===== src/rtl/dir_pkg.sv =====
// Shared types for the directory controller: message kinds and controller states.
package dir_pkg;
    typedef enum logic [1:0] {
        MSG_INV   = 2'd0,
        MSG_FETCH = 2'd1,
        MSG_DATA  = 2'd2,
        MSG_GRANT = 2'd3
    } msg_kind_e;

    typedef enum logic [1:0] {
        ST_IDLE  = 2'd0,
        ST_XACT  = 2'd1,
        ST_REPLY = 2'd2
    } ctl_state_e;
endpackage


===== src/rtl/dir_store.sv =====
// Directory entries and block data. There is one register set per block, built by generate.
// Assumes: one entry write and one memory write per cycle at most; reads are combinational.
module dir_store #(
    parameter int NPROC  = 4,
    parameter int NBLK   = 16,
    parameter int DATA_W = 8,
    localparam int BLK_W = $clog2(NBLK)
) (
    input  logic              clk,
    input  logic              rst_n,
    input  logic [BLK_W-1:0]  rd_blk,
    output logic [NPROC-1:0]  rd_pres,
    output logic              rd_dirty,
    output logic [DATA_W-1:0] rd_data,
    input  logic              ent_we,
    input  logic [BLK_W-1:0]  ent_blk,
    input  logic [NPROC-1:0]  ent_pres,
    input  logic              ent_dirty,
    input  logic              mem_we,
    input  logic [BLK_W-1:0]  mem_blk,
    input  logic [DATA_W-1:0] mem_wdata
);
    logic [NBLK*NPROC-1:0]  pres_all;
    logic [NBLK-1:0]        dirty_all;
    logic [NBLK*DATA_W-1:0] data_all;

    for (genvar g = 0; g < NBLK; g++) begin : g_blk
        logic [NPROC-1:0]  pres_r;
        logic              dirty_r;
        logic [DATA_W-1:0] data_r;

        // Entry state for block g: cleared at reset, replaced on an entry write.
        always_ff @(posedge clk) begin
            if (!rst_n) begin
                pres_r  <= '0;
                dirty_r <= 1'b0;
            end else if (ent_we && ent_blk == BLK_W'(g)) begin
                pres_r  <= ent_pres;
                dirty_r <= ent_dirty;
            end
        end

        // Data word for block g: preset to its index, written on a writeback.
        always_ff @(posedge clk) begin
            if (!rst_n) begin
                data_r <= DATA_W'(g);
            end else if (mem_we && mem_blk == BLK_W'(g)) begin
                data_r <= mem_wdata;
            end
        end

        assign pres_all[g*NPROC +: NPROC]   = pres_r;
        assign dirty_all[g]                 = dirty_r;
        assign data_all[g*DATA_W +: DATA_W] = data_r;
    end

    assign rd_pres  = pres_all[rd_blk*NPROC +: NPROC];
    assign rd_dirty = dirty_all[rd_blk];
    assign rd_data  = data_all[rd_blk*DATA_W +: DATA_W];
endmodule


===== src/rtl/dir_fanout.sv =====
// Target mask and response counter for one transaction. It picks the lowest pending target,
// clears it when its message is taken, and counts messages sent minus responses accepted.
// Assumes: load happens only when no transaction is open.
module dir_fanout #(
    parameter int NPROC  = 4,
    parameter int CNT_W  = 6,
    localparam int SRC_W = $clog2(NPROC)
) (
    input  logic             clk,
    input  logic             rst_n,
    input  logic             load,
    input  logic [NPROC-1:0] load_mask,
    input  logic             send_fire,
    input  logic             ack_fire,
    output logic             pend_any,
    output logic [SRC_W-1:0] pick_idx,
    output logic [CNT_W-1:0] ack_cnt,
    output logic             all_done
);
    logic [NPROC-1:0] mask_q;

    // Lowest-index pending target.
    always_comb begin
        pick_idx = '0;
        for (int i = NPROC - 1; i >= 0; i--) begin
            if (mask_q[i]) pick_idx = SRC_W'(i);
        end
    end

    assign pend_any = |mask_q;
    assign all_done = !pend_any && (ack_cnt == '0);

    // Target mask: loaded per transaction, one bit retired per message sent.
    always_ff @(posedge clk) begin
        if (!rst_n) begin
            mask_q <= '0;
        end else if (load) begin
            mask_q <= load_mask;
        end else if (send_fire) begin
            mask_q <= mask_q & ~(NPROC'(1) << pick_idx);
        end
    end

    // Outstanding responses: up on each message sent, down on each response taken.
    always_ff @(posedge clk) begin
        if (!rst_n) begin
            ack_cnt <= '0;
        end else begin
            ack_cnt <= ack_cnt + CNT_W'(send_fire) - CNT_W'(ack_fire);
        end
    end
endmodule


===== src/rtl/dir_ctrl.sv =====
// Home directory controller, top level. It serves one request at a time: looks up the entry,
// sends invalidations or a fetch to the recorded copies, waits for all responses,
// then replies and updates the entry. Assumes responses arrive only from contacted processors.
module dir_ctrl #(
    parameter int NPROC  = 4,
    parameter int NBLK   = 16,
    parameter int DATA_W = 8,
    parameter int CNT_W  = 6,
    localparam int SRC_W = $clog2(NPROC),
    localparam int BLK_W = $clog2(NBLK)
) (
    input  logic              clk,
    input  logic              rst_n,
    input  logic              req_valid,
    output logic              req_ready,
    input  logic              req_write,
    input  logic [SRC_W-1:0]  req_src,
    input  logic [BLK_W-1:0]  req_blk,
    output logic              out_valid,
    input  logic              out_ready,
    output logic [1:0]        out_kind,
    output logic [SRC_W-1:0]  out_dst,
    output logic [BLK_W-1:0]  out_blk,
    output logic [DATA_W-1:0] out_data,
    input  logic              rsp_valid,
    output logic              rsp_ready,
    input  logic [SRC_W-1:0]  rsp_src,
    input  logic              rsp_wb,
    input  logic [DATA_W-1:0] rsp_data
);
    import dir_pkg::*;

    ctl_state_e        state_q;
    logic [SRC_W-1:0]  cur_src;
    logic [BLK_W-1:0]  cur_blk;
    logic              cur_write;

    logic [BLK_W-1:0]  rd_blk;
    logic [NPROC-1:0]  rd_pres;
    logic              rd_dirty;
    logic [DATA_W-1:0] rd_data;
    logic              ent_we;
    logic [NPROC-1:0]  ent_pres;
    logic              ent_dirty;

    logic              req_fire, out_fire, ack_fire, send_fire;
    logic [NPROC-1:0]  load_mask;
    logic              pend_any, all_done;
    logic [SRC_W-1:0]  pick_idx;
    logic [CNT_W-1:0]  ack_cnt;
    msg_kind_e         kind_c;

    // The rsp_src field is not used: the counter relies on responses coming from contacted caches.
    logic unused_src;
    assign unused_src = ^rsp_src;

    assign rd_blk    = (state_q == ST_IDLE) ? req_blk : cur_blk;
    assign req_ready = (state_q == ST_IDLE);
    assign req_fire  = req_valid && req_ready;
    assign out_fire  = out_valid && out_ready;
    assign rsp_ready = (state_q == ST_XACT) && (ack_cnt != '0);
    assign ack_fire  = rsp_valid && rsp_ready;
    assign send_fire = (state_q == ST_XACT) && out_fire;

    // Targets: writes reach every sharer but the writer; reads reach the owner of a dirty block.
    always_comb begin
        if (req_write) begin
            load_mask = rd_pres & ~(NPROC'(1) << req_src);
        end else if (rd_dirty) begin
            load_mask = rd_pres;
        end else begin
            load_mask = '0;
        end
    end

    // Outgoing message: fan-out while the transaction is open, then the reply to the requester.
    always_comb begin
        out_valid = 1'b0;
        kind_c    = MSG_INV;
        out_dst   = pick_idx;
        if (state_q == ST_XACT) begin
            out_valid = pend_any;
            kind_c    = cur_write ? MSG_INV : MSG_FETCH;
        end else if (state_q == ST_REPLY) begin
            out_valid = 1'b1;
            kind_c    = cur_write ? MSG_GRANT : MSG_DATA;
            out_dst   = cur_src;
        end
    end
    assign out_kind = kind_c;
    assign out_blk  = cur_blk;
    assign out_data = rd_data;

    // Entry update when the reply is taken: writer alone and dirty, or reader added and clean.
    always_comb begin
        ent_we = (state_q == ST_REPLY) && out_fire;
        if (cur_write) begin
            ent_pres  = NPROC'(1) << cur_src;
            ent_dirty = 1'b1;
        end else begin
            ent_pres  = rd_pres | (NPROC'(1) << cur_src);
            ent_dirty = 1'b0;
        end
    end

    // Transaction sequencing: idle, fan-out and response wait, reply.
    always_ff @(posedge clk) begin
        if (!rst_n) begin
            state_q   <= ST_IDLE;
            cur_src   <= '0;
            cur_blk   <= '0;
            cur_write <= 1'b0;
        end else begin
            case (state_q)
                ST_IDLE: if (req_fire) begin
                    state_q   <= ST_XACT;
                    cur_src   <= req_src;
                    cur_blk   <= req_blk;
                    cur_write <= req_write;
                end
                ST_XACT:  if (all_done) state_q <= ST_REPLY;
                ST_REPLY: if (out_fire) state_q <= ST_IDLE;
                default:  state_q <= ST_IDLE;
            endcase
        end
    end

    dir_store #(.NPROC(NPROC), .NBLK(NBLK), .DATA_W(DATA_W)) u_store (
        .clk       (clk),
        .rst_n     (rst_n),
        .rd_blk    (rd_blk),
        .rd_pres   (rd_pres),
        .rd_dirty  (rd_dirty),
        .rd_data   (rd_data),
        .ent_we    (ent_we),
        .ent_blk   (cur_blk),
        .ent_pres  (ent_pres),
        .ent_dirty (ent_dirty),
        .mem_we    (ack_fire && rsp_wb),
        .mem_blk   (cur_blk),
        .mem_wdata (rsp_data)
    );

    dir_fanout #(.NPROC(NPROC), .CNT_W(CNT_W)) u_fanout (
        .clk       (clk),
        .rst_n     (rst_n),
        .load      (req_fire),
        .load_mask (load_mask),
        .send_fire (send_fire),
        .ack_fire  (ack_fire),
        .pend_any  (pend_any),
        .pick_idx  (pick_idx),
        .ack_cnt   (ack_cnt),
        .all_done  (all_done)
    );
endmodule


===== config.mk =====
export PLATFORM = sky130hd
export DESIGN_NAME = dir_ctrl
export DESIGN_NICKNAME = d
export VERILOG_FILES = /design/src/rtl/dir_pkg.sv /design/src/rtl/dir_store.sv /design/src/rtl/dir_fanout.sv /design/src/rtl/dir_ctrl.sv
export SDC_FILE = /design/constraint.sdc
export NUM_CORES = 1
export LEC_CHECK = 0
export BUFFER_PORTS_ARGS = -buffer_cell sky130_fd_sc_hd__buf_2
export CAP_MARGIN = 20
export CORE_MARGIN = 4
export CORE_UTILIZATION = 50
export CTS_BUF_LIST = sky130_fd_sc_hd__clkbuf_8
export DETAILED_ROUTE_END_ITERATION = 7
export PLACE_DENSITY = 0.74
export SYNTH_ARGS = -nofsm -noshare
export SYNTH_HDL_FRONTEND = slang
export SYNTH_SLANG_ARGS = --single-unit

===== constraint.sdc =====
create_clock -name clk -period 3.7 [get_ports clk]
set_clock_uncertainty 0.1 [all_clocks]
set_input_delay 0.555 -clock clk [delete_from_list [all_inputs] [get_ports clk]]
set_output_delay 0.555 -clock clk [all_outputs]
set_load 0.01 [all_outputs]

* Word level (Yosys, flattened, before mapping) *
Index checks and enable logic that the tools add are counted.
Widths: inputs -> output; s select.

word-level totals
  bits in latches = 0
  input bits = 23
  register bits = 227
  memories kept = 0
  logic and storage cells = 161
  output and inout bits = 19
  bits in read-only memories = 0
  bits in writable memories = 0

operators by class
  order comparisons = 1
  multiply operators = 0
  bitwise operators = 5
  mux-type cells = 25
  eq/ne operators = 20
  shift-type cells = 5
  add/subtract/negate cells = 2
  div/mod/pow operators = 0
  reductions and logical operators = 49

operator list
  cell                 number
  $shiftx 128x8->8     1
  $shiftx 64x7->4      1
  $logic_and 1x1->1    40
  $eq 4x4->1 const B   8
  $mux 4               6
  $mux 2               11
  $eq 4x3->1 const B   4
  $shl 1x2->4 const A  3
  $and 4x4->4          2
  $eq 4x2->1 const B   2
  $not 4->4            2
  $add 6x1->6          1
  $logic_not 6->1      1
  $mux 1               6
  $pmux 2 s3           1
  $reduce_bool 6->1    1
  $sub 6x1->6          1
  $lt 4x5->1 const B   1
  $bmux 1 s4           1
  $eq 4x1->1 const B   1
  $logic_not 4->1      1
  $ne 2x2->1 const B   2
  $or 4x4->4           1
  $reduce_or 4->1      1
  8 further kinds      8

* Longest topological paths before layout *
  depth after elaboration = 9
  mapped depth = 13

* Cells and area by module *
From an unflattened synthesis, not the netlist that was laid out.

second synthesis, totals
  cells, all modules = 1268
  area, all modules = 11384.7 um2

by module, submodules not included
  module      sequential area each (um2)  times used  cells an instance  area each (um2)
  dir_store   4164.0                      1           1110               10107.2
  dir_fanout  200.2                       1           75                 646.9
  dir_ctrl    180.2                       1           83                 630.6

* Least setup slack after synthesis *
No wires, ideal clock.

  path kind = input -> output
  from = input req_blk[0]
  to = output out_data[2]
  stages on the path = 9
  path slack = 436 ps
  data required time = 3045 ps
  arrival time = 2609 ps
  path through = buf_4 or3b_4 nand2_1 buf_2 buf_2 buf_1 mux4_2 a211oi_1 a31oi_1

between the ends
  cells in the longest elaborated chain, start to end = 2

RTL lines
  what              line             RTL
  from (decl)       dir_ctrl.sv:18   input logic [BLK_W-1:0] req_blk,
  $mux 4            dir_ctrl.sv:57   assign rd_blk = (state_q == ST_IDLE) ? req_blk : cur_blk;
  $shiftx 128x8->8  dir_store.sv:59  assign rd_data = data_all[rd_blk*DATA_W +: DATA_W];
  to (decl)         dir_ctrl.sv:24   output logic [DATA_W-1:0] out_data,

No other way between the ends.

* Worst setup path in the final report *
  from = register state_q[1]
  to = output out_data[3]

between the ends
  cells in the longest elaborated chain, start to end = 3

RTL lines
  what                    line             RTL
  from (decl)             dir_ctrl.sv:33   ctl_state_e state_q;
  from (signal assigned)  dir_ctrl.sv:109  state_q <= ST_IDLE;
  from (signal assigned)  dir_ctrl.sv:116  state_q <= ST_XACT;
  from (signal assigned)  dir_ctrl.sv:121  ST_XACT: if (all_done) state_q <= ST_REPLY;
  $logic_not 2->1         dir_ctrl.sv:57
  $mux 4                  dir_ctrl.sv:57
  $shiftx 128x8->8        dir_store.sv:59

No other way between the ends.

==> impl_metrics.json <==
{
  "area_growth_pct": 14.55,
  "hold_violations": 0,
  "slew_viol_final": 0,
  "path_clk_slew_ns": 0.07,
  "period_share": 0.9815,
  "path_cells": "or2_1, inv_2, mux2i_4, buf_4, mux4_2, and2_1, a211oi_4, a31oi_1, buf_2",
  "drt_pass1_iterations": 5,
  "io_buffers": 39,
  "wirelength_um": 29740,
  "reg2regPathDepth": 11,
  "htreeDepth": 2,
  "r2r_setup_slack_ns": 0.22,
  "cpPeakStageDelay_ns": 0.49,
  "grt_pass1_wl_um": 47550,
  "crit_type": "reg -> out",
  "dpl.hpwl_um": 18430,
  "dp.cells": 1453,
  "r2r-end": "u_store.g_blk[1].pres_r[3]$_SDFFE_PN0P_",
  "drive_above_1_share": 0.1784,
  "p_leak_nw": 4.645,
  "powerDensity_nw_per_um2": 562.3,
  "synth.yosys.warnings": 0,
  "setup-tns-final_ns": 0,
  "arrival_ns": 2.98,
  "antennaDiodeCount": 0,
  "synth_seq_cells": 227,
  "dr_total_vias": 9293,
  "worstSetupStartpoint": "state_q[1]$_SDFFE_PN0P_",
  "postPlaceCellArea_sq_um": 10970,
  "coreArea_sq_um": 20360,
  "start_util": 0.5115,
  "end_kind": "primary output",
  "synth.avg_cell_area_sq_um": 8.753,
  "cts_hold_buf": 0,
  "stdcell_count": 1531,
  "hold_start": "req_src[1]",
  "status": "finished clean",
  "die_area_sq_um": 23210,
  "drtIter0Drc": 1082,
  "ir_drop_mv": 0.3001,
  "ant_nets": 0,
  "ys_seq_area_frac": 0.4363,
  "period_needed_ns": 3.631,
  "maxCapViolations": 0,
  "worst_ep_required_time_ns": 3.04,
  "avgRoutedWirePerCell_um": 19.42,
  "worst-path-max-fanout": 6,
  "grt_max_degree": 119,
  "netlist_instances": 1190,
  "avgViaCountPerCell": 6.070,
  "cts-root-buf": "clkbuf_8",
  "cts_sinks": 227,
  "fmax_ghz": 0.2754,
  "drc": 0,
  "critical_path.endpoint": "out_data[3]",
  "cts_buffer_depth": 3,
  "cts_made_buffers": 38,
  "synth_nets": 1222,
  "cts_tree": "yes",
  "yosysUniqueCellTypes": 56,
  "setup_viol": 0,
  "synthFlopType": "dfxtp_1",
  "rows": 52,
  "r2r-start": "state_q[0]$_SDFFE_PN0P_",
  "syn_area_sq_um": 10420,
  "fp.dieH_um": 152.3,
  "place_congestion": 0.8898,
  "min_path_type": "in -> reg",
  "grt_pass1_vias": 9032,
  "slew_headroom": 0.2032,
  "postLayoutCellArea_sq_um": 11930,
  "synthArstFlopShare": 0,
  "worstMarginPinSlew_ns": 1.195,
  "rsz0062_at_grt": "no",
  "fillers": 1727,
  "worstSkewPairLatency_ns": 0.55,
  "layout_commonest_cell": "dfxtp_1",
  "pin_count": 42,
  "critPathSlowestCell": "mux4_2",
  "synth_edf_count": 0,
  "crit_path_start_kind": "register",
  "gr-total-overflow": 0,
  "antenna_found_initial": 0,
  "most-common-layout-cells": "226 x dfxtp_1, 160 x nand2_1, 126 x nand3_1, 125 x a21oi_1, 73 x nor2_1",
  "die_w_um": 152.3,
  "nNetsFinal": 1265,
  "grt_usage": 0.2467
}
==> where the power goes <==
part | total, mW | switching (mW) | internal (mW)
registers | 2.55 | 0.0497 | 2.50
logic | 1.83 | 1.13 | 0.706
clock network | 2.32 | 1.01 | 1.31
==> kinds of logic after synthesis <==
family,Yosys count,synth area share
buffers and inverters,119,0.05021
multiplexers,105,0.1395
XOR/XNOR,4,0.003364
adder cells (fa/ha/maj),9,0.01153
flip-flops,227,0.4363
AO/OA/AOI/OAI,297,0.1727
AND/OR/NAND/NOR,429,0.1864
==> metrics by stage <==
step	setup WS, ns	hold WS [ns]	utilization	total power, mW
finish	0.06861	0.1816	0.5859	6.709
floorplan	0.4359	0.3331	-	3.737
global placement	0.06378	0.3387	0.5385	4.284
global route	0.01859	0.2155	0.5859	6.985
CTS	-0.01313	0.1773	0.5816	6.664
detailed placement	0.09104	0.3444	0.5385	4.311
==> layout make-up <==
| cell class | instances | area [sq um] | share of cell area |
|---|---|---|---|
| Clock buffer | 48 | 660.6 | 0.05537 |
| Inverter | 20 | 77.57 | 0.006502 |
| Sequential cell | 227 | 4546 | 0.3810 |
| Timing Repair Buffer | 102 | 721.9 | 0.06051 |
| Tap cell | 270 | 337.8 | 0.02831 |
| Clock inverter | 20 | 140.1 | 0.01174 |
| Multi-Input combinational cell | 844 | 5448 | 0.4566 |
==> worst min path at each step <==
stage | end | slack [ns] | depth (start not counted)
2_1_floorplan | u_store.g_blk[0].data_r[0]$_SDFFE_PN0P_ | 0.33 | 2
3_3_place_gp | u_store.g_blk[8].data_r[6]$_SDFFE_PN0P_ | 0.34 | 2
3_5_place_dp | u_store.g_blk[7].data_r[7]$_SDFFE_PN0P_ | 0.34 | 2
4_1_cts | cur_src[1]$_SDFFE_PN0P_ | 0.18 | 3
5_1_grt | cur_src[1]$_SDFFE_PN0P_ | 0.22 | 3
6_report | cur_src[1]$_SDFFE_PN0P_ | 0.18 | 3
==> metal layers <==
layer  GRT usage  vias up  share of wire
met4      0.1143        0          0.038
met5           0        -              0
met3     0.04289       80          0.078
li1            -     4363              -
met1      0.3360     4436           0.42
met2      0.3844      414           0.46
==> registers in the layout, indices dropped and copies added, names as in the netlist <==
| signal | cells |
|---|---|
| u_store.g_blk.data_r | 128 |
| u_store.g_blk.pres_r | 64 |
| u_fanout.ack_cnt | 6 |
| u_store.g_blk.dirty_r | 16 |
| out_blk | 4 |
| cur_src | 2 |
| u_fanout.mask_q | 4 |
| state_q | 2 |
| cur_write | 1 |
==> worst max-delay path: cells and delay by family (launching register included) <==
family	cells	cell delay, ns
compound gates	2	0.38
buf+inv	3	0.45
mux	2	0.76
simple gates	2	0.47
flops	1	0.36
==> cell usage after synthesis, types with 6 or more instances <==
cell type	instances	area (sq um)
nand3_1	126	630.6
a21oi_2	6	52.55
ha_1	8	100.1
mux2i_1	72	720.7
a21oi_1	125	625.6
nand2_1	162	608.1
and2_1	13	81.33
a31oi_1	25	156.4
dfxtp_1	227	4544
nor3_1	6	30.03
nor2_1	78	292.8
a211oi_1	40	300.3
and3_1	26	162.7
inv_1	19	71.32
buf_2	13	65.06
o21ai_0	62	310.3
mux4_2	32	720.7
clkbuf_1	74	277.8
buf_6	6	67.56
==> timing repair <==
action / 4_1_cts / 5_1_grt
setup endpoints to repair: 8 / 10
cloned: 1 / 0
pin swaps: 0 / 3
hold endpoints to repair: 0 / 0
gates resized for setup: 6 / 7
setup buffers: 1 / 7
No activity file was read; power rests on OpenSTA's default activity.
